$ cat config.mk
export PLATFORM = sky130hd
export DESIGN_NAME = ped_ks_detector
export DESIGN_NICKNAME = d
export VERILOG_FILES = /design/src/rtl/ks_pkg.sv /design/src/rtl/ks_edge_cmp.sv /design/src/rtl/ks_cum_acc.sv /design/src/rtl/ks_max_scan.sv /design/src/rtl/ped_ks_detector.sv
export SDC_FILE = /design/constraint.sdc
export NUM_CORES = 2
export LEC_CHECK = 0
export ABC_CLOCK_PERIOD_IN_PS = 8600
export CAP_MARGIN = 10
export CORE_UTILIZATION = 40
export CTS_CLUSTER_SIZE = 16
export DETAILED_ROUTE_END_ITERATION = 16
export DONT_BUFFER_PORTS = 1
export GPL_ROUTABILITY_DRIVEN = 0
export PLACE_DENSITY = 0.63
export SETUP_SLACK_MARGIN = 0.05
export SKIP_LAST_GASP = 1
export SLEW_MARGIN = 10
export SYNTH_ARGS = -nofsm -noshare
export SYNTH_HDL_FRONTEND = slang
export SYNTH_SLANG_ARGS = --single-unit
export TNS_END_PERCENT = 5
$ cat constraint.sdc
create_clock -name clk -period 8.6 [get_ports clk]
set_input_delay 1.72 -clock clk [delete_from_list [all_inputs] [get_ports clk]]
set_output_delay 1.72 -clock clk [all_outputs]
set_load 0.1 [all_outputs]
$ cat src/rtl/ks_pkg.sv
package ks_pkg;
   typedef enum logic [1:0] {
      ST_IDLE = 2'd0,
      ST_COLLECT = 2'd1,
      ST_SCAN = 2'd2
   } ks_state_e;

   function automatic int unsigned cnt_bits(input int unsigned n);
      return (n > 1) ? $clog2(n) : 1;
   endfunction
endpackage

$ cat src/rtl/ks_edge_cmp.sv
module ks_edge_cmp #(
   parameter int DW = 12,
   parameter int NBINS = 8
) (
   input  logic signed [DW-1:0]   sample_i,
   input  logic [NBINS*DW-1:0]    edges_i,
   output logic [NBINS-1:0]       below_o
);
   for (genvar b = 0; b < NBINS; b++) begin : g_bin
      assign below_o[b] = $signed(edges_i[b*DW +: DW]) > sample_i;
   end
endmodule

$ cat src/rtl/ks_cum_acc.sv
module ks_cum_acc #(
   parameter int NBINS = 8,
   parameter int CW = 5
) (
   input  logic                 clk,
   input  logic                 rst_n,
   input  logic                 clr_i,
   input  logic                 add_i,
   input  logic [NBINS-1:0]     bits_i,
   output logic [NBINS*CW-1:0]  acc_o
);
   for (genvar b = 0; b < NBINS; b++) begin : g_cell
      logic [CW-1:0] cnt_q;
      always_ff @(posedge clk or negedge rst_n) begin
         if (!rst_n) cnt_q <= '0;
         else if (clr_i) cnt_q <= '0;
         else if (add_i && bits_i[b]) cnt_q <= cnt_q + CW'(1);
      end
      assign acc_o[b*CW +: CW] = cnt_q;
   end
endmodule

$ cat src/rtl/ks_max_scan.sv
module ks_max_scan #(
   parameter int CW = 5
) (
   input  logic          clk,
   input  logic          rst_n,
   input  logic          clr_i,
   input  logic          step_i,
   input  logic          first_i,
   input  logic [CW-1:0] test_i,
   input  logic [CW-1:0] ref_i,
   output logic [CW-1:0] new_max_o
);
   logic signed [CW:0] diff;
   logic [CW-1:0]      mag;
   logic [CW-1:0]      base;
   logic [CW-1:0]      cur_q;

   always_comb begin
      diff = $signed({1'b0, test_i}) - $signed({1'b0, ref_i});
      mag = diff[CW] ? CW'(-diff) : diff[CW-1:0];
      base = first_i ? '0 : cur_q;
      new_max_o = (mag > base) ? mag : base;
   end

   always_ff @(posedge clk or negedge rst_n) begin
      if (!rst_n) cur_q <= '0;
      else if (clr_i) cur_q <= '0;
      else if (step_i) cur_q <= new_max_o;
   end
endmodule

$ cat src/rtl/ped_ks_detector.sv
module ped_ks_detector
   import ks_pkg::*;
#(
   parameter int DW = 12,
   parameter int NBINS = 8,
   parameter int N_WIN = 16,
   parameter int NREF = 20,
   localparam int CW = $clog2(N_WIN + 1),
   localparam int NREG = NBINS * (NREF + 1) + 1,
   localparam int AW = $clog2(NREG),
   localparam int VW = $clog2(NREF + 1)
) (
   input  logic                 clk,
   input  logic                 rst_n,
   input  logic                 cfg_we,
   input  logic [AW-1:0]        cfg_addr,
   input  logic [DW-1:0]        cfg_wdata,
   input  logic                 win_start,
   input  logic                 err_valid,
   input  logic                 err_last,
   input  logic signed [DW-1:0] err_data,
   output logic                 done,
   output logic                 abnormal,
   output logic [VW-1:0]        vote_cnt,
   output logic [CW-1:0]        max_diff
);
   localparam int BW = cnt_bits(NBINS);
   localparam int RW = cnt_bits(NREF);
   localparam int NCELL = NREF * NBINS;
   localparam int IW = cnt_bits(NCELL);
   localparam int THR_ADDR = NBINS * (NREF + 1);

   if (NBINS < 2) begin : g_chk_bins
      $error("NBINS must be at least 2");
   end
   if (NREF < 1) begin : g_chk_ref
      $error("NREF must be at least 1");
   end
   if (N_WIN < 1) begin : g_chk_win
      $error("N_WIN must be at least 1");
   end
   if (CW > DW) begin : g_chk_width
      $error("DW must hold a histogram count");
   end

   // configuration storage
   logic [NBINS*DW-1:0] edges_q;
   logic [CW-1:0]       ref_q [NCELL];
   logic [CW-1:0]       thr_q;

   always_ff @(posedge clk or negedge rst_n) begin
      if (!rst_n) begin
         edges_q <= '0;
         thr_q <= '0;
         for (int i = 0; i < NCELL; i++) ref_q[i] <= '0;
      end else if (cfg_we) begin
         for (int b = 0; b < NBINS; b++)
            if (cfg_addr == AW'(b)) edges_q[b*DW +: DW] <= cfg_wdata;
         for (int i = 0; i < NCELL; i++)
            if (cfg_addr == AW'(NBINS + i)) ref_q[i] <= cfg_wdata[CW-1:0];
         if (cfg_addr == AW'(THR_ADDR)) thr_q <= cfg_wdata[CW-1:0];
      end
   end

   // control state
   ks_state_e      state_q;
   logic [BW-1:0]  bin_q;
   logic [RW-1:0]  ref_sel_q;
   logic [VW-1:0]  vcnt_q;
   logic [CW-1:0]  allmax_q;

   logic [NBINS-1:0]    below;
   logic [NBINS*CW-1:0] acc_flat;
   logic                take;
   logic                scanning;
   logic [IW-1:0]       cell_idx;
   logic [CW-1:0]       test_val;
   logic [CW-1:0]       ref_val;
   logic [CW-1:0]       ref_max;
   logic                last_bin;
   logic                last_ref;
   logic                over;
   logic [VW-1:0]       vcnt_next;
   logic [CW-1:0]       allmax_next;

   assign take = (state_q == ST_COLLECT) && err_valid && !win_start;
   assign scanning = (state_q == ST_SCAN) && !win_start;

   ks_edge_cmp #(.DW(DW), .NBINS(NBINS)) u_cmp (
      .sample_i(err_data),
      .edges_i (edges_q),
      .below_o (below)
   );

   ks_cum_acc #(.NBINS(NBINS), .CW(CW)) u_acc (
      .clk   (clk),
      .rst_n (rst_n),
      .clr_i (win_start),
      .add_i (take),
      .bits_i(below),
      .acc_o (acc_flat)
   );

   always_comb begin
      cell_idx = IW'(int'(ref_sel_q) * NBINS + int'(bin_q));
      test_val = acc_flat[bin_q*CW +: CW];
      ref_val = ref_q[cell_idx];
   end

   ks_max_scan #(.CW(CW)) u_scan (
      .clk      (clk),
      .rst_n    (rst_n),
      .clr_i    (win_start),
      .step_i   (scanning),
      .first_i  (bin_q == '0),
      .test_i   (test_val),
      .ref_i    (ref_val),
      .new_max_o(ref_max)
   );

   always_comb begin
      last_bin = (bin_q == BW'(NBINS - 1));
      last_ref = (ref_sel_q == RW'(NREF - 1));
      over = ref_max > thr_q;
      vcnt_next = vcnt_q + VW'(over);
      allmax_next = (ref_max > allmax_q) ? ref_max : allmax_q;
   end

   always_ff @(posedge clk or negedge rst_n) begin
      if (!rst_n) begin
         state_q <= ST_IDLE;
         bin_q <= '0;
         ref_sel_q <= '0;
         vcnt_q <= '0;
         allmax_q <= '0;
         done <= 1'b0;
         abnormal <= 1'b0;
         vote_cnt <= '0;
         max_diff <= '0;
      end else begin
         done <= 1'b0;
         if (win_start) begin
            state_q <= ST_COLLECT;
            bin_q <= '0;
            ref_sel_q <= '0;
            vcnt_q <= '0;
            allmax_q <= '0;
         end else begin
            case (state_q)
               ST_COLLECT: begin
                  if (err_valid && err_last) begin
                     state_q <= ST_SCAN;
                     bin_q <= '0;
                     ref_sel_q <= '0;
                  end
               end
               ST_SCAN: begin
                  if (!last_bin) begin
                     bin_q <= bin_q + BW'(1);
                  end else begin
                     bin_q <= '0;
                     vcnt_q <= vcnt_next;
                     allmax_q <= allmax_next;
                     if (last_ref) begin
                        state_q <= ST_IDLE;
                        done <= 1'b1;
                        vote_cnt <= vcnt_next;
                        max_diff <= allmax_next;
                        abnormal <= ({vcnt_next, 1'b0} > (VW+1)'(NREF));
                     end else begin
                        ref_sel_q <= ref_sel_q + RW'(1);
                     end
                  end
               end
               default: ;
            endcase
         end
      end
   end
endmodule

==> results.md <==
| Result | Reported |
|---|---|
| Final Setup Violations | 0 |
| IR drop worst, VDD | 0.1465 mV |
| Placed cell area | 49390 um^2 |
| Critical path endpoint category | flop |
| Number of max-cap violations | 0 |
| Antenna violations before repair | 2 |
| Total routing resource utilization after global routing | 0.2026 |
| Fmax achieved | 123.4 MHz |
| Critical path class | flop to flop |
| Warnings, synthesis | 0 |
| Final critical-path required period | 8.103 ns |
| WL per Instance | 24.00 um |
| Number of max-slew violations in the final report | 0 |
| Async S/R FF share, synth | 1.000 |
| Total Die Area | 120600 um^2 |
| Number of synthesized flops with an enable pin | 0 |
| DR pass1 iterations | 5 |
| Crit path buf inv count | 2 |
| Top cell type's share of synthesized area | 0.5132 |
| Proportion of synthesized chip area in sequential cells | 0.5132 |
| Summed instance area of the synthesized netlist | 47690 um^2 |
| Post-synthesis cell type count | 68 |
| Share of the clock period used by the worst path after layout | 0.9422 |
| Setup TNS Final | 0 ns |
| TritonCTS clock tree | built |
| Layout filler cell count | 10.45k |
| Master cell of the clock root buffer | clkbuf_16 |
| Top-Level Pins | 50 |
| Worst skew pair latency | 0.70 ns |
| Layout cell share with drive strength beyond 1 | 0.4015 |
| Crit path arrival time | 8.68 ns |
| Cell type with the largest total area after synthesis | dfrtp_1 |
| Gr ovfl total | 0 |
| Cells taking the most area after synthesis | dfrtp_1, mux2_2, mux4_2, ha_1, nor2_1 |
| Headroom to the max-slew limit | 0.1929 |
| Remaining routing DRC violations | 0 |
| Starting DRT DRC Count | 1958 |
| Diode insertion count for antenna repair | 0 |
| Largest net degree at the start of global routing | 979 |
| Final instance area | 53060 um^2 |
| Number of sinks handled by clock tree synthesis | 978 |
| # rows | 126 |
| Cell with the most instances after synthesis | dfrtp_1 |
| Hold violation total from the final report | 0 |
| Clock slew at reported path FFs | 0.06 ns |
| Routed Antenna Nets | 0 |
| Core Region | 118100 um^2 |
| Max incr delay on CP | 0.56 ns |
| Area grow syn2layout | 11.26% |
| Number of buffers created by CTS | 107 |
| Final layout net count | 3571 |
| Post-synth top flop | dfrtp_1 |
| Type of element launching the critical path | flop |
| Power per Cell Area | 195.2 nW/um^2 |
| Result of the run | completed |
| Die Ht | 347.3 um |
| Max Clock Skew | 0.02829 ns |
| Leakage power total | 24.95 nW |
| DRT Wirelength | 120300 um |
| First-pass GRT wire length | 188300 um |
| Synthesized area divided by synthesized cell count | 13.92 um^2 |
| Floorplan die width | 347.3 um |
| Flops & latches, synth | 978 |
| Highest fanout seen on the critical path | 17 |
| H-Tree Depth | 3 |
| Setup repair after global routing missed its margin | false |
| Synth Net Count | 3597 |
| Via count of the first global-routing pass | 29.78k |
| Top cells by instance count after synthesis | dfrtp_1, mux2_2, mux4_2 |
| Hold buffer count at CTS | 0 |
| Data required, critical path | 9.17 ns |
| Post-synthesis cell count | 3427 |
| Total vias in the final route | 28.75k |
| Per-cell via count in the routed design | 5.735 |
| Number of buffers added on ports | 0 |
| Actual transition at the worst max-transition pin | 1.208 ns |
| Cell repeated most along the worst path | o21a_1 |
| Hold/Removal Path Class | flop to flop |
| Buffers from clock root to sink, at most | 3 |
| Initial core utilization | 0.4039 |
| Detailed-placement wirelength estimate | 76370 um |
| Slowest CP cell | mux4_2 |
| Top cell family by delay on the critical path | compound AO/OA/AOI/OAI gates |
layer usage:
metal  wire [um]  GRT usage  up-vias  part of all wire
met2       55940     0.3170      644              0.47
met5           0          0        -                 0
li1            -          -    12680                 -
met1       53640     0.2793    15240              0.45
met4        4071    0.07387        0             0.034
met3        6654    0.04013      189             0.055
cell usage in the layout (no fill, tap or decap), types with 14 or more instances in the layout:
cell and n:
clkbuf_8 15, nor2b_1 30, dfrtp_1 974, clkinv_2 14
nand2b_1 15, mux2_2 910, nand3_1 32, nand4_1 24
a21oi_1 62, ha_1 131, clkbuf_16 109, inv_1 53
nor3_1 43, o22ai_1 33, o21ai_0 46, nor2_1 166
mux2i_1 41, clkbuf_1 29, buf_4 60, a21o_1 30
nand2_1 163, mux4_2 220, o21a_1 28, and2_1 14
final cells by class:
type	count	area [um^2]	share of cell area
clock buffers	153	3043	0.05735
clock inverters	32	454.2	0.008560
inverters	55	206.4	0.003891
multi-input cells	2184	22180	0.4179
flip-flops and latches	978	24490	0.4615
well taps	1536	1922	0.03622
repair buffers	75	772.0	0.01455
metrics by stage:
stage                       util  total power, mW  std cells  worst slack (ns)  hold slack, ns
after floorplan                -            5.580       3427             1.174          0.4396
after global placement    0.4183            5.717       4818            0.4611          0.4600
after detailed placement  0.4183            5.739       4818            0.4143          0.4672
after CTS                 0.4479            10.39       5003            0.3838          0.4818
after global routing      0.4494            10.76       5013           0.04810          0.5076
final                     0.4494            10.36       5013            0.4969          0.4829
where the power goes:
group          internal (mW)  switching, mW  total, mW
sequential              4.81          0.112       4.92
combinational          0.397          0.409      0.807
clock                   2.74           1.88       4.63
final timing paths:
| kind | start | endpoint | slack [ns] | depth (start not counted) |
|---|---|---|---|---|
| setup reg to reg | bin_q[0] | abnormal | 0.50 | 36 |
| min in group asynchronous | rst_n | edges_q[90] | 0.72 | 0 |
| hold / removal | u_acc.g_cell[6].cnt_q[4] | u_acc.g_cell[6].cnt_q[4] | 0.48 | 1 |
| hold reg to reg | u_acc.g_cell[6].cnt_q[4] | u_acc.g_cell[6].cnt_q[4] | 0.48 | 1 |
| setup / recovery | bin_q[0] | abnormal | 0.50 | 36 |
| max in group asynchronous | rst_n | ref_q[600] | 5.62 | 2 |
logic make-up (layout without fill, tap and decap cells):
family / count (synthesis) / count (layout) / synth area share
fa+ha+maj: 132 / 132 / 0.03479
compound gates: 311 / 311 / 0.04413
buf+inv: 265 / 315 / 0.02288
flops: 978 / 978 / 0.5132
simple gates: 555 / 555 / 0.05491
mux: 1171 / 1171 / 0.3274
xor+xnor: 15 / 15 / 0.002755
state kept, by name (all words and copies together) (netlist names):
| signal | flops |
|---|---|
| u_acc.g_cell.cnt_q | 40 |
| ref_sel_q | 5 |
| thr_q | 5 |
| edges_q | 96 |
| u_scan.cur_q | 5 |
| max_diff | 5 |
| vcnt_q | 5 |
| allmax_q | 5 |
| abnormal | 1 |
| bin_q | 3 |
| ref_q | 800 |
| vote_cnt | 5 |
| state_q | 2 |
| done | 1 |
what timing repair did:
action | in CTS | in global routing
setup endpoints to repair | 0 | 3
gates resized for setup | 0 | 2
buffers inserted | 0 | 6
Note: power is estimated with default switching activity, not from simulation.
